### src/rtl/ctlrf_pkg.sv
package ctlrf_pkg;
  localparam int DW = 32;
  localparam int IDX_W = 8;
  localparam int SLOT_W = 8;
  localparam int NUM_REGS = 7;
  localparam int BIND_REG = 1;
  localparam int BIND_TC_LSB = 21;

  typedef enum logic [1:0] {
    BANK_SHARED = 2'd0,
    BANK_VPE    = 2'd1,
    BANK_THREAD = 2'd2
  } bank_e;

  typedef struct packed {
    logic              wrStrobe;
    logic              rawMode;
    logic [SLOT_W-1:0] wrSlot;
    logic [DW-1:0]     wrMask;
  } wr_ctl_t;

  function automatic int vpeFieldW(input int nv);
    return (nv > 1) ? $clog2(nv) : 1;
  endfunction

  // register id -> flat index {regNum, sel}
  function automatic logic [IDX_W-1:0] regIndex(input int r);
    case (r)
      0: return {5'd0, 3'd0};
      1: return {5'd2, 3'd2};
      2: return {5'd12, 3'd0};
      3: return {5'd12, 3'd1};
      4: return {5'd15, 3'd1};
      5: return {5'd16, 3'd0};
      6: return {5'd16, 3'd1};
      default: return '0;
    endcase
  endfunction

  function automatic bank_e regBank(input int r);
    case (r)
      1, 2:    return BANK_THREAD;
      4, 5:    return BANK_VPE;
      default: return BANK_SHARED;
    endcase
  endfunction

  function automatic logic [DW-1:0] regMask(input int r, input int nv);
    case (r)
      0: return 32'h7FFF_FFFF;
      1: return (DW'(1) << vpeFieldW(nv)) - DW'(1);
      2: return 32'hFF78_FF17;
      3: return 32'h0000_03E0;
      4: return 32'h3FFF_F000;
      5: return 32'h7FFF_0007;
      default: return '0;
    endcase
  endfunction

  function automatic logic [DW-1:0] regReset(input int r, input int copy);
    case (r)
      1: return DW'(copy) << BIND_TC_LSB;
      2: return 32'h0040_0004;
      4: return 32'h8000_0000;
      default: return '0;
    endcase
  endfunction

  function automatic int regCopies(input int r, input int nt, input int nv);
    case (regBank(r))
      BANK_THREAD: return nt;
      BANK_VPE:    return nv;
      default:     return 1;
    endcase
  endfunction

  function automatic int slotBase(input int r, input int nt, input int nv);
    int acc = 0;
    for (int k = 0; k < NUM_REGS; k++)
      if (k < r) acc += regCopies(k, nt, nv);
    return acc;
  endfunction

  function automatic int slotReg(input int s, input int nt, input int nv);
    int res = 0;
    for (int k = 0; k < NUM_REGS; k++)
      if (s >= slotBase(k, nt, nv)) res = k;
    return res;
  endfunction

  function automatic int lookupReg(input logic [IDX_W-1:0] idx);
    int res = -1;
    for (int k = 0; k < NUM_REGS; k++)
      if (regIndex(k) == idx) res = k;
    return res;
  endfunction
endpackage

### src/rtl/ctlrf_ctrl.sv
module ctlrf_ctrl
  import ctlrf_pkg::*;
#(
  parameter int NUM_THREADS = 2,
  parameter int NUM_VPES = 1,
  parameter int TID_W = 1,
  parameter int VPE_W = 1
) (
  input  logic [TID_W-1:0]                   rdThread,
  input  logic [IDX_W-1:0]                   rdIdx,
  input  logic                               wrEn,
  input  logic                               wrRaw,
  input  logic [TID_W-1:0]                   wrThread,
  input  logic [IDX_W-1:0]                   wrIdx,
  input  logic [NUM_THREADS-1:0][VPE_W-1:0]  bindVpe,
  output logic                               rdHit,
  output logic [SLOT_W-1:0]                  rdSlot,
  output wr_ctl_t                            wrCtl
);
  // returns {hit, slot}
  function automatic logic [SLOT_W:0] resolve(input logic [IDX_W-1:0] idx,
                                              input logic [TID_W-1:0] tid,
                                              input logic [NUM_THREADS-1:0][VPE_W-1:0] bv);
    int r;
    int copy;
    logic hit;
    r = lookupReg(idx);
    hit = (r >= 0) && (int'(tid) < NUM_THREADS);
    copy = 0;
    if (hit) begin
      case (regBank(r))
        BANK_THREAD: copy = int'(tid);
        BANK_VPE: begin
          copy = int'(bv[tid]);
          if (copy >= NUM_VPES) copy = 0;
        end
        default: copy = 0;
      endcase
    end
    return {hit, hit ? SLOT_W'(slotBase(r, NUM_THREADS, NUM_VPES) + copy) : '0};
  endfunction

  logic [SLOT_W:0] rdRes;
  logic [SLOT_W:0] wrRes;

  always_comb begin
    rdRes = resolve(rdIdx, rdThread, bindVpe);
    wrRes = resolve(wrIdx, wrThread, bindVpe);
    rdHit = rdRes[SLOT_W];
    rdSlot = rdRes[SLOT_W-1:0];
    wrCtl.wrStrobe = wrEn && wrRes[SLOT_W];
    wrCtl.rawMode = wrRaw;
    wrCtl.wrSlot = wrRes[SLOT_W-1:0];
    wrCtl.wrMask = regMask(lookupReg(wrIdx), NUM_VPES);
  end
endmodule

### src/rtl/ctlrf_dp.sv
module ctlrf_dp
  import ctlrf_pkg::*;
#(
  parameter int NUM_THREADS = 2,
  parameter int NUM_VPES = 1,
  parameter int VPE_W = 1
) (
  input  logic                               clk,
  input  logic                               rstN,
  input  wr_ctl_t                            wrCtl,
  input  logic [DW-1:0]                      wrData,
  input  logic                               rdHit,
  input  logic [SLOT_W-1:0]                  rdSlot,
  output logic [DW-1:0]                      rdData,
  output logic [NUM_THREADS-1:0][VPE_W-1:0]  bindVpe
);
  localparam int NSLOTS = slotBase(NUM_REGS, NUM_THREADS, NUM_VPES);
  localparam int BIND_BASE = slotBase(BIND_REG, NUM_THREADS, NUM_VPES);

  logic [DW-1:0] slotQ [NSLOTS];

  for (genvar s = 0; s < NSLOTS; s++) begin : g_slot
    localparam int REG_ID = slotReg(s, NUM_THREADS, NUM_VPES);
    localparam int COPY = s - slotBase(REG_ID, NUM_THREADS, NUM_VPES);
    localparam logic [DW-1:0] RST_VAL = regReset(REG_ID, COPY);
    logic [DW-1:0] q;
    always_ff @(posedge clk) begin
      if (!rstN) begin
        q <= RST_VAL;
      end else if (wrCtl.wrStrobe && wrCtl.wrSlot == SLOT_W'(s)) begin
        if (wrCtl.rawMode) q <= wrData;
        else q <= (wrData & wrCtl.wrMask) | (q & ~wrCtl.wrMask);
      end
    end
    assign slotQ[s] = q;
  end

  for (genvar t = 0; t < NUM_THREADS; t++) begin : g_bind
    assign bindVpe[t] = slotQ[BIND_BASE + t][VPE_W-1:0];
  end

  always_comb begin
    rdData = '0;
    for (int s = 0; s < NSLOTS; s++)
      if (rdHit && rdSlot == SLOT_W'(s)) rdData = slotQ[s];
  end
endmodule

### src/rtl/ctlrf_top.sv
module ctlrf_top
  import ctlrf_pkg::*;
#(
  parameter int NUM_THREADS = 2,
  parameter int NUM_VPES = 1,
  localparam int TID_W = (NUM_THREADS > 1) ? $clog2(NUM_THREADS) : 1
) (
  input  logic             clk,
  input  logic             rstN,
  input  logic [TID_W-1:0] rdThread,
  input  logic [4:0]       rdRegNum,
  input  logic [2:0]       rdSel,
  output logic [31:0]      rdData,
  input  logic             wrEn,
  input  logic             wrRaw,
  input  logic [TID_W-1:0] wrThread,
  input  logic [4:0]       wrRegNum,
  input  logic [2:0]       wrSel,
  input  logic [31:0]      wrData
);
  localparam int VPE_W = vpeFieldW(NUM_VPES);

  wr_ctl_t wrCtl;
  logic rdHit;
  logic [SLOT_W-1:0] rdSlot;
  logic [NUM_THREADS-1:0][VPE_W-1:0] bindVpe;

  ctlrf_ctrl #(
    .NUM_THREADS(NUM_THREADS), .NUM_VPES(NUM_VPES), .TID_W(TID_W), .VPE_W(VPE_W)
  ) u_ctrl (
    .rdThread(rdThread), .rdIdx({rdRegNum, rdSel}),
    .wrEn(wrEn), .wrRaw(wrRaw), .wrThread(wrThread), .wrIdx({wrRegNum, wrSel}),
    .bindVpe(bindVpe), .rdHit(rdHit), .rdSlot(rdSlot), .wrCtl(wrCtl)
  );

  ctlrf_dp #(
    .NUM_THREADS(NUM_THREADS), .NUM_VPES(NUM_VPES), .VPE_W(VPE_W)
  ) u_dp (
    .clk(clk), .rstN(rstN), .wrCtl(wrCtl), .wrData(wrData),
    .rdHit(rdHit), .rdSlot(rdSlot), .rdData(rdData), .bindVpe(bindVpe)
  );
endmodule

### config.mk
export PLATFORM = sky130hd
export DESIGN_NAME = ctlrf_top
export DESIGN_NICKNAME = d
export VERILOG_FILES = /design/src/rtl/ctlrf_pkg.sv /design/src/rtl/ctlrf_ctrl.sv /design/src/rtl/ctlrf_dp.sv /design/src/rtl/ctlrf_top.sv
export SDC_FILE = /design/constraint.sdc
export NUM_CORES = 1
export LEC_CHECK = 0
export ABC_AREA = 1
export BUFFER_PORTS_ARGS = -buffer_cell sky130_fd_sc_hd__buf_2
export CELL_PAD_IN_SITES_DETAIL_PLACEMENT = 0
export CELL_PAD_IN_SITES_GLOBAL_PLACEMENT = 2
export CORE_MARGIN = 4
export CORE_UTILIZATION = 35
export DETAILED_ROUTE_END_ITERATION = 16
export PLACE_DENSITY_LB_ADDON = 0.3
export SKIP_CTS_REPAIR_TIMING = 1
export SLEW_MARGIN = 20
export SYNTH_ARGS = -nofsm -noshare
export SYNTH_HDL_FRONTEND = slang
export SYNTH_SLANG_ARGS = --single-unit
export TNS_END_PERCENT = 5
### constraint.sdc
create_clock -name clk -period 8.5 [get_ports clk]
set_input_delay 0.85 -clock clk [delete_from_list [all_inputs] [get_ports clk]]
set_output_delay 0.85 -clock clk [all_outputs]
set_load 0.05 [all_outputs]
* Word-level counts from Yosys, hierarchy flattened
Index checks and enable logic that the tools add are counted.
Storage, ports and cells: bits in registers 288, input bits 54, memories 0, bits in read-only memories 0, RAM bits 0, latch bits 0
Cells by class: order comparisons 20, add/sub/neg operators 14, reduce and logical (&&, ||, !) cells 28, multiplexer cells 103, divide/modulo/power cells 0, multipliers 0, shift-type cells 0, equality and inequality tests 55, bitwise gates (word level) 20
Operators with widths (number):
- 32-bit two-way mux | 32
- 32-bit AND | 10
- 32-bit bitwise OR | 9
- 8-bit two-way mux | 28
- 4-bit by 32-bit less-than comparator with 1-bit output, first input constant | 6
- 32-bit case mux with 6 select lines | 1
- 32-bit by 3-bit == test with 1-bit output, second input constant | 4
- 3-bit by 32-bit less-than comparator with 1-bit output, first input constant | 4
- 8-bit adder | 12
- 32-bit by 2-bit == test with 1-bit output, second input constant | 3
- 32-bit by 1-bit == test with 1-bit output, second input constant | 2
- 8-bit by 3-bit == test with 1-bit output, second input constant | 8
- 32-bit by 1-bit greater-or-equal comparator with 1-bit output, second input constant | 2
- 1-bit by 32-bit less-than comparator with 1-bit output, first input constant | 2
- 2-bit by 32-bit less-than comparator with 1-bit output, first input constant | 2
- 2-bit two-way mux | 32
- 7-bit by 8-bit == test with 1-bit output, first input constant | 6
- 2-bit == test, second input constant | 16
- 8-bit by 2-bit == test with 1-bit output, second input constant | 4
- 8-bit == test, first input constant | 4
- 32-bit logical NOT | 1
- 8-bit logical NOT | 4
- 32-bit NOT | 1
- 1-bit logical AND | 19
- 11 further kinds | 28

* Logic depth before layout (Yosys ltp)
Gate-level depths: netlist of the first run.
depth in word-level cells 38, depth in mapped cells 37

* By module
From an unflattened synthesis of the first run, not the netlist that was laid out.
Second synthesis, totals: cell total of the unflattened synthesis 2337, area, all modules 15458.6 um2
Modules (own cells, without submodules):
- ctlrf_dp | area an instance 14034.7 um2, instances 1, cells an instance 2076, sequential area each 5765.5 um2
- ctlrf_ctrl | area an instance 1423.9 um2, instances 1, cells an instance 261, sequential area each 0.0 um2

* Worst setup path after synthesis of the first run
Ideal clock, no wire load.
path kind input -> output, start input port rdSel[2], end output port rdData[12], path slack 2041 ps, required time 7650 ps, arrival time 5609 ps, stages on the path 30, cells stage by stage inv_1 nand2_1 nor2_1 nand2_1 nand3_2 buf_4 inv_1 nand2_1 inv_1 nor2_1 fa_1 nand2_1 nand2_1 ha_1 inv_1 nand3_1 nand2_1 inv_1 ha_1 or2_2 nand2_1 inv_1 ha_1 nor2_1 inv_1 nor3_2 clkbuf_1 nand2_1 nand2_1 nand4_1
On the way: cells in the longest elaborated chain, start to end 35, elaborated cells on any way between the ends 76
Ends and longest elaborated chain:
- start, declared | RTL line ctlrf_top.sv:12 | input logic [2:0] rdSel,
- 8-bit logical NOT | RTL line ctlrf_pkg.sv:94 | if (regIndex(k) == idx) res = k;
- 32-bit two-way mux (6 in a row) | RTL line ctlrf_pkg.sv:94
- 32-bit two-way mux * | RTL line ctlrf_pkg.sv:94
- 1-bit by 32-bit less-than comparator with 1-bit output | RTL line ctlrf_pkg.sv:80 | if (k < r) acc += regCopies(k, nt, nv);
- 2-bit two-way mux | RTL line ctlrf_pkg.sv:80
- 3-bit by 8-bit adder with 8-bit output | RTL line ctlrf_pkg.sv:80
- 8-bit two-way mux | RTL line ctlrf_pkg.sv:80
- 8-bit adder | RTL line ctlrf_pkg.sv:80
- [7 not listed]
- 8-bit adder | RTL line ctlrf_pkg.sv:80
- 8-bit two-way mux | RTL line ctlrf_pkg.sv:80
- 8-bit adder | RTL line ctlrf_ctrl.sv:40 | return {hit, hit ? SLOT_W'(slotBase(r, NUM_THREADS, NUM_VPES) + copy) : '0};
- 8-bit two-way mux | RTL line ctlrf_ctrl.sv:40
- 8-bit logical NOT | RTL line ctlrf_dp.sv:45 | if (rdHit && rdSlot == SLOT_W'(s)) rdData = slotQ[s];
- 1-bit logical AND | RTL line ctlrf_dp.sv:45
- 32-bit two-way mux (8 in a row) | RTL line ctlrf_dp.sv:45
- 32-bit two-way mux * | RTL line ctlrf_dp.sv:45
- end, declared | RTL line ctlrf_top.sv:13 | output logic [31:0] rdData,
Mark *: on every way between the ends. The rest lies on a longest branch, timed or not. The select of a mux whose other input is x is not followed.

* Worst setup path in the final report of the first run
start input port rdSel[2], end output port rdData[30]
The elaborated chain is that of the path after synthesis.

==> results of run 1 <==
-- cells by family after synthesis --
family	share of synthesized area
buffers and inverters	0.113
adder cells (fa/ha/maj)	0.0106
AND/OR/NAND/NOR	0.430
AO/OA/AOI/OAI	0.0737
XOR/XNOR	0.000565
flip-flops	0.372
-- where the power goes --
part | total (mW) | internal (mW) | switching, mW
Sequential | 1.35 | 1.35 | 0.000704
Combinational | 0.120 | 0.0234 | 0.0962
Clock | 1.57 | 0.945 | 0.622
Total | 3.04 | 2.32 | 0.718
-- final timing paths --
| path | endpoint | slack [ps] | from | cells after the start |
|---|---|---|---|---|
| worst max-delay path | rdData[30] | 670 | rdSel[2] | 36 |
| worst min-delay path | flip-flop | 460 | flip-flop | 2 |
| worst max register to register | flip-flop | 7750 | flip-flop | 4 |
| worst min register to register | flip-flop | 460 | flip-flop | 2 |
-- cells in the mapped netlist (2+ instances only) --
cell | count | share of area
nand3_2 | 6 | 0.0039
o21ai_1 | 38 | 0.012
nand2_2 | 17 | 0.0069
a21oi_1 | 52 | 0.017
clkbuf_1 | 54 | 0.013
nor3_2 | 4 | 0.0026
clkinv_1 | 2 | 0.00048
nor2_4 | 6 | 0.0044
nand3_1 | 224 | 0.072
or2_2 | 10 | 0.0040
a21boi_0 | 2 | 0.00097
o21ai_2 | 2 | 0.0011
nor3_1 | 11 | 0.0035
nor2_2 | 10 | 0.0040
nand4_1 | 48 | 0.019
nand2_1 | 686 | 0.17
nand3b_1 | 2 | 0.00097
buf_2 | 43 | 0.014
buf_4 | 6 | 0.0029
dlygate4sd1_1 | 2 | 0.0011
ha_1 | 10 | 0.0081
inv_1 | 318 | 0.077
nor4_1 | 2 | 0.00081
fa_1 | 2 | 0.0026
dfxtp_1 | 288 | 0.37
inv_2 | 18 | 0.0044
o21ai_0 | 120 | 0.039
nand4_2 | 2 | 0.0016
nor2_1 | 568 | 0.14
-- metal layers --
layer,GRT usage,up-vias
li1,-,8012
met1,0.308,7242
met2,0.381,386
met3,0.0284,81
met4,0.0720,0
met5,0,-
-- worst reg2reg max path, delay by kind of cell, from the launching register on --
kind	cells	cell delay, ps
AOI/OAI and AO/OA	1	90
buffers and inverters	1	70
DFF	1	330
and+or+nand+nor	2	110
-- final cells by class --
cell class | count | area, µm² | share of cell area
Clock buffer | 56 | 1090 | 0.0613
Clock inverter | 8 | 120 | 0.00678
Inverter | 339 | 1280 | 0.0721
Multi-Input combinational cell | 1832 | 8030 | 0.454
Sequential cell | 288 | 5770 | 0.326
Tap cell | 585 | 732 | 0.0413
Timing Repair Buffer | 119 | 696 | 0.0393
-- stage by stage --
step                      hold slack, ps  setup slack (ps)
after floorplan                      426              2040
after detailed placement             451               709
after CTS                            460               671
after global routing                 486              58.2
after global placement               437               802
final                                462               669
==> results.ini, run 1 <==
[die]
dieWidth_um=219
rows=76
start_util=0.357
io-pin-count=86
die-height_um=219
core-area_um2=43500
dieArea_um2=47700

[worst_setup_path]
cp_top_family=simple AND/OR/NAND/NOR gates
path_max_fanout=22
crit_buf_inv=11
criticalPathCategory=in -> out
arrival_ps=6980
cp_slowest_cell=fa_1
path_common_cell=nand2_1
required_ps=7650
critPathCaptureType=output pin
slowest_delay_ps=450
start_kind=input port

[global_routing]
grt_pass1_wl_um=85600
grt_pass1_vias=14939
overflow=0
grt_use_total=0.228
grt_max_degree=80
antenna_found_initial=0

[placement]
placed_cells=3163
place_area_um2=16500
place.gp.congestion=0.866
portBuffers=85
dp_hpwl_um=37100

[logic_synthesis]
synthFlopType=dfxtp_1
ys_warn_count=0
synth-async-reset-ratio=0
synth-seq-cells=288
synth_area_um2=15500
ys_seq_area_frac=0.372
avgSynthCellArea_um2=6.05
synth_fp_nets=2630
synth_edf_count=0
synthCells=2564
yosys.cell_types.count=40

[route]
first_pass_iters=5
drtIter0Drc=1113
ant_nets=0
num_vias=15721
wl_met1_um=25700
wl_met3_um=2540
drc=0
drt_wl_total_um=55300
topRoutingLayerUsed=met4
wl_met2_um=25600
avgViaCountPerCell=4.87
wl_per_cell_um=17.1

[power]
p_per_area_nw_per_um2=172
total_power_mw=3.04
p_leak_nw=8.64
vdd_drop_max_uv=129

[clock_network]
clockBufferDepth=3
root_buffer=clkbuf_16
cts_tree=done
clk_pin_slew_ps=60
cts.sinks=288
numCtsBuffers=36
h-tree-depth=2
clock_latency_ps=550

[sta]
fin_tns_setup_ps=0
timing.fmax_ghz=0.128
fin_crit_ps=7830
tightest_slew_ps=969
setup_viol_count_final=0
rsz0062_at_grt=no
hold_viol=0
relSlewSlack=0.352
fin_skew_ps=0
fin_crit_sh=0.921
report.final.slew_viol_count=0

[finish]
layout_commonest_cell=nand2_1
design_area_um2=17700
fillers=4746
fin_util=0.408
layout_common_cells=686 x nand2_1, 563 x nor2_1, 317 x inv_1
syn_to_final_growth_pct=14.2
drive_gt1_frac=0.0999
fin_cells=3227
fin_nets=2682
diodes=0

[hold_path]
min_path_type=reg -> reg

[run_status]
outcome=finished, final reports clean

[run]
maxCapViolCount=0

(Power assumes the default switching activity.)
==> run 2: changes to the inputs <==
==> constraint.sdc (replaced) <==
create_clock -name clk -period 9.3 [get_ports clk]
set_input_delay 0.93 -clock clk [delete_from_list [all_inputs] [get_ports clk]]
set_output_delay 0.93 -clock clk [all_outputs]
set_load 0.05 [all_outputs]
==> results.ini, run 2 (synthesis results as in run 1) <==
[power]
p_seq_frac=0.464  ; +0.019
vdd_drop_max_uv=89.4  ; -31%
p_sw_frac=0.237  ; +0.000683
intPower_mw=2.03  ; -12%
power_switching_uw=631  ; -12%
clockPowerShare=0.494  ; -0.022
p_per_area_nw_per_um2=152  ; -11%
p_leak_nw=8.52  ; -1.4%
combPwrFrac=0.041  ; +0.002

[route]
ant_nets=0  ; unchanged
first_pass_iters=5  ; unchanged
avgViaCountPerCell=4.86  ; -0.16%
drt_wl_total_um=55200  ; about the same
drtIter0Drc=1214  ; +9.1%
num_vias=15609  ; -0.71%
drc=0  ; unchanged
wl_per_cell_um=17.2  ; +0.49%

[worst_setup_path]
path_max_fanout=30  ; +36%
arrival_ps=7200  ; +220 ps
slowest_delay_ps=660  ; +210 ps
start_kind=input port
criticalPathCategory=in -> out
critPathCaptureType=output pin
path_common_cell=nand2_1
required_ps=8370  ; +720 ps
crit_buf_inv=11  ; unchanged
cp_slowest_cell=inv_2
cp_top_family=simple AND/OR/NAND/NOR gates

[finish]
fin_nets=2673  ; -0.34%
fillers=4762  ; +0.34%
diodes=0  ; unchanged
seqCellArea_um2=5770  ; unchanged
layout_common_cells=686 x nand2_1, 563 x nor2_1, 317 x inv_1
drive_gt1_frac=0.0945  ; -0.00541
multi_input_area_um2=8030  ; unchanged
layout_commonest_cell=nand2_1
syn_to_final_growth_pct=12.7

[placement]
dp_worst_setup_slack_ps=1170  ; +459 ps
dp_hpwl_um=36600  ; -1.2%
portBuffers=85  ; unchanged
place.gp.congestion=0.856  ; -1.2%

[global_routing]
met2_usage=0.379  ; -0.00219
overflow=0  ; unchanged
grt_max_degree=84  ; +5.0%
use_met1=0.316  ; +0.00826
grt_pass1_wl_um=85500  ; -0.21%
grt_pass1_vias=14664  ; -1.8%
antenna_found_initial=1  ; +1
top_usage_layer=met2
grt_use_total=0.229  ; +0.000583
use_met3=0.0267  ; -0.00167

[sta]
timing.fmax_ghz=0.123
hold_viol=0  ; unchanged
report.final.slew_viol_count=0  ; unchanged
fin_crit_ps=8130
setup_viol_count_final=0  ; unchanged
fin_tns_setup_ps=0  ; unchanged
relSlewSlack=0.303  ; -0.0493
holdWs_ps=459  ; -3.61 ps
fin_skew_ps=0  ; unchanged
rsz0062_at_grt=no
fin_crit_sh=0.874
worst_slack_ps=1170  ; +501 ps
tightest_slew_ps=1040  ; +67.7 ps

[clock_network]
cts_tree=done
numCtsBuffers=35  ; -2.8%
clk_pin_slew_ps=50  ; about the same
clock_latency_ps=520  ; -30 ps
h-tree-depth=2  ; unchanged
clockBufferDepth=3  ; unchanged
root_buffer=clkbuf_16
cts.sinks=288  ; unchanged

[die]
io-pin-count=86  ; unchanged
die-height_um=219  ; unchanged
dieWidth_um=219  ; unchanged
dieArea_um2=47700  ; unchanged
rows=76  ; unchanged
core-area_um2=43500  ; unchanged
start_util=0.357  ; unchanged

[hold_path]
min_path_type=reg -> reg

[run]
maxCapViolCount=0  ; unchanged

[run_status]
outcome=finished, final reports clean

-- run 2: stage by stage --
stage	utilization	area [µm²]	power, mW	std cells
final	0.402	17500	2.66	3209
after global placement	0.378	16400	1.37	3155
after detailed placement	0.378	16400	1.37	3155
after floorplan	-	15500	1.32	2564
after CTS	0.402	17500	2.69	3209
after global routing	0.402	17500	2.75	3209
-- run 2: routing by layer --
metal	part of all wire	wire length, µm	up-vias
met5	0	0	-
met4	0.026	1450	0
met3	0.043	2400	81
met2	0.46	25200	341
met1	0.47	26200	7198
li1	-	-	7989
-- run 2: power groups by stage --
| stage | sequential, mW | clock (mW) | combinational [mW] |
|---|---|---|---|
| after floorplan | 1.26 | 0 | 0.0608 |
| after global placement | 1.26 | 0 | 0.110 |
| after detailed placement | 1.26 | 0 | 0.110 |
| after CTS | 1.24 | 1.35 | 0.110 |
| after global routing | 1.24 | 1.39 | 0.121 |
| final | 1.24 | 1.31 | 0.110 |
-- run 2: final cells by class --
| cell class | count | share of cell area |
|---|---|---|
| clock buffers | 46 | 0.0547 |
| clock inverters | 8 | 0.00551 |
| inverters | 339 | 0.0731 |
| multi-input cells | 1832 | 0.459 |
| flip-flops and latches | 288 | 0.330 |
| well taps | 585 | 0.0419 |
| repair buffers | 111 | 0.0356 |
-- run 2: tightest hold or removal path, stage by stage (launching register included) --
cell and delay, ps:
dfxtp_1 310, nand2_1 60, nand2_1 40
-- run 2: final timing paths --
check / from / end / slack (ps) / cells past startpoint
worst max-delay path: rdSel[2] / rdData[3] / 1170 / 36
worst min-delay path: flip-flop / flip-flop / 460 / 2
worst max register to register: flip-flop / flip-flop / 8560 / 4
worst min register to register: flip-flop / flip-flop / 460 / 2
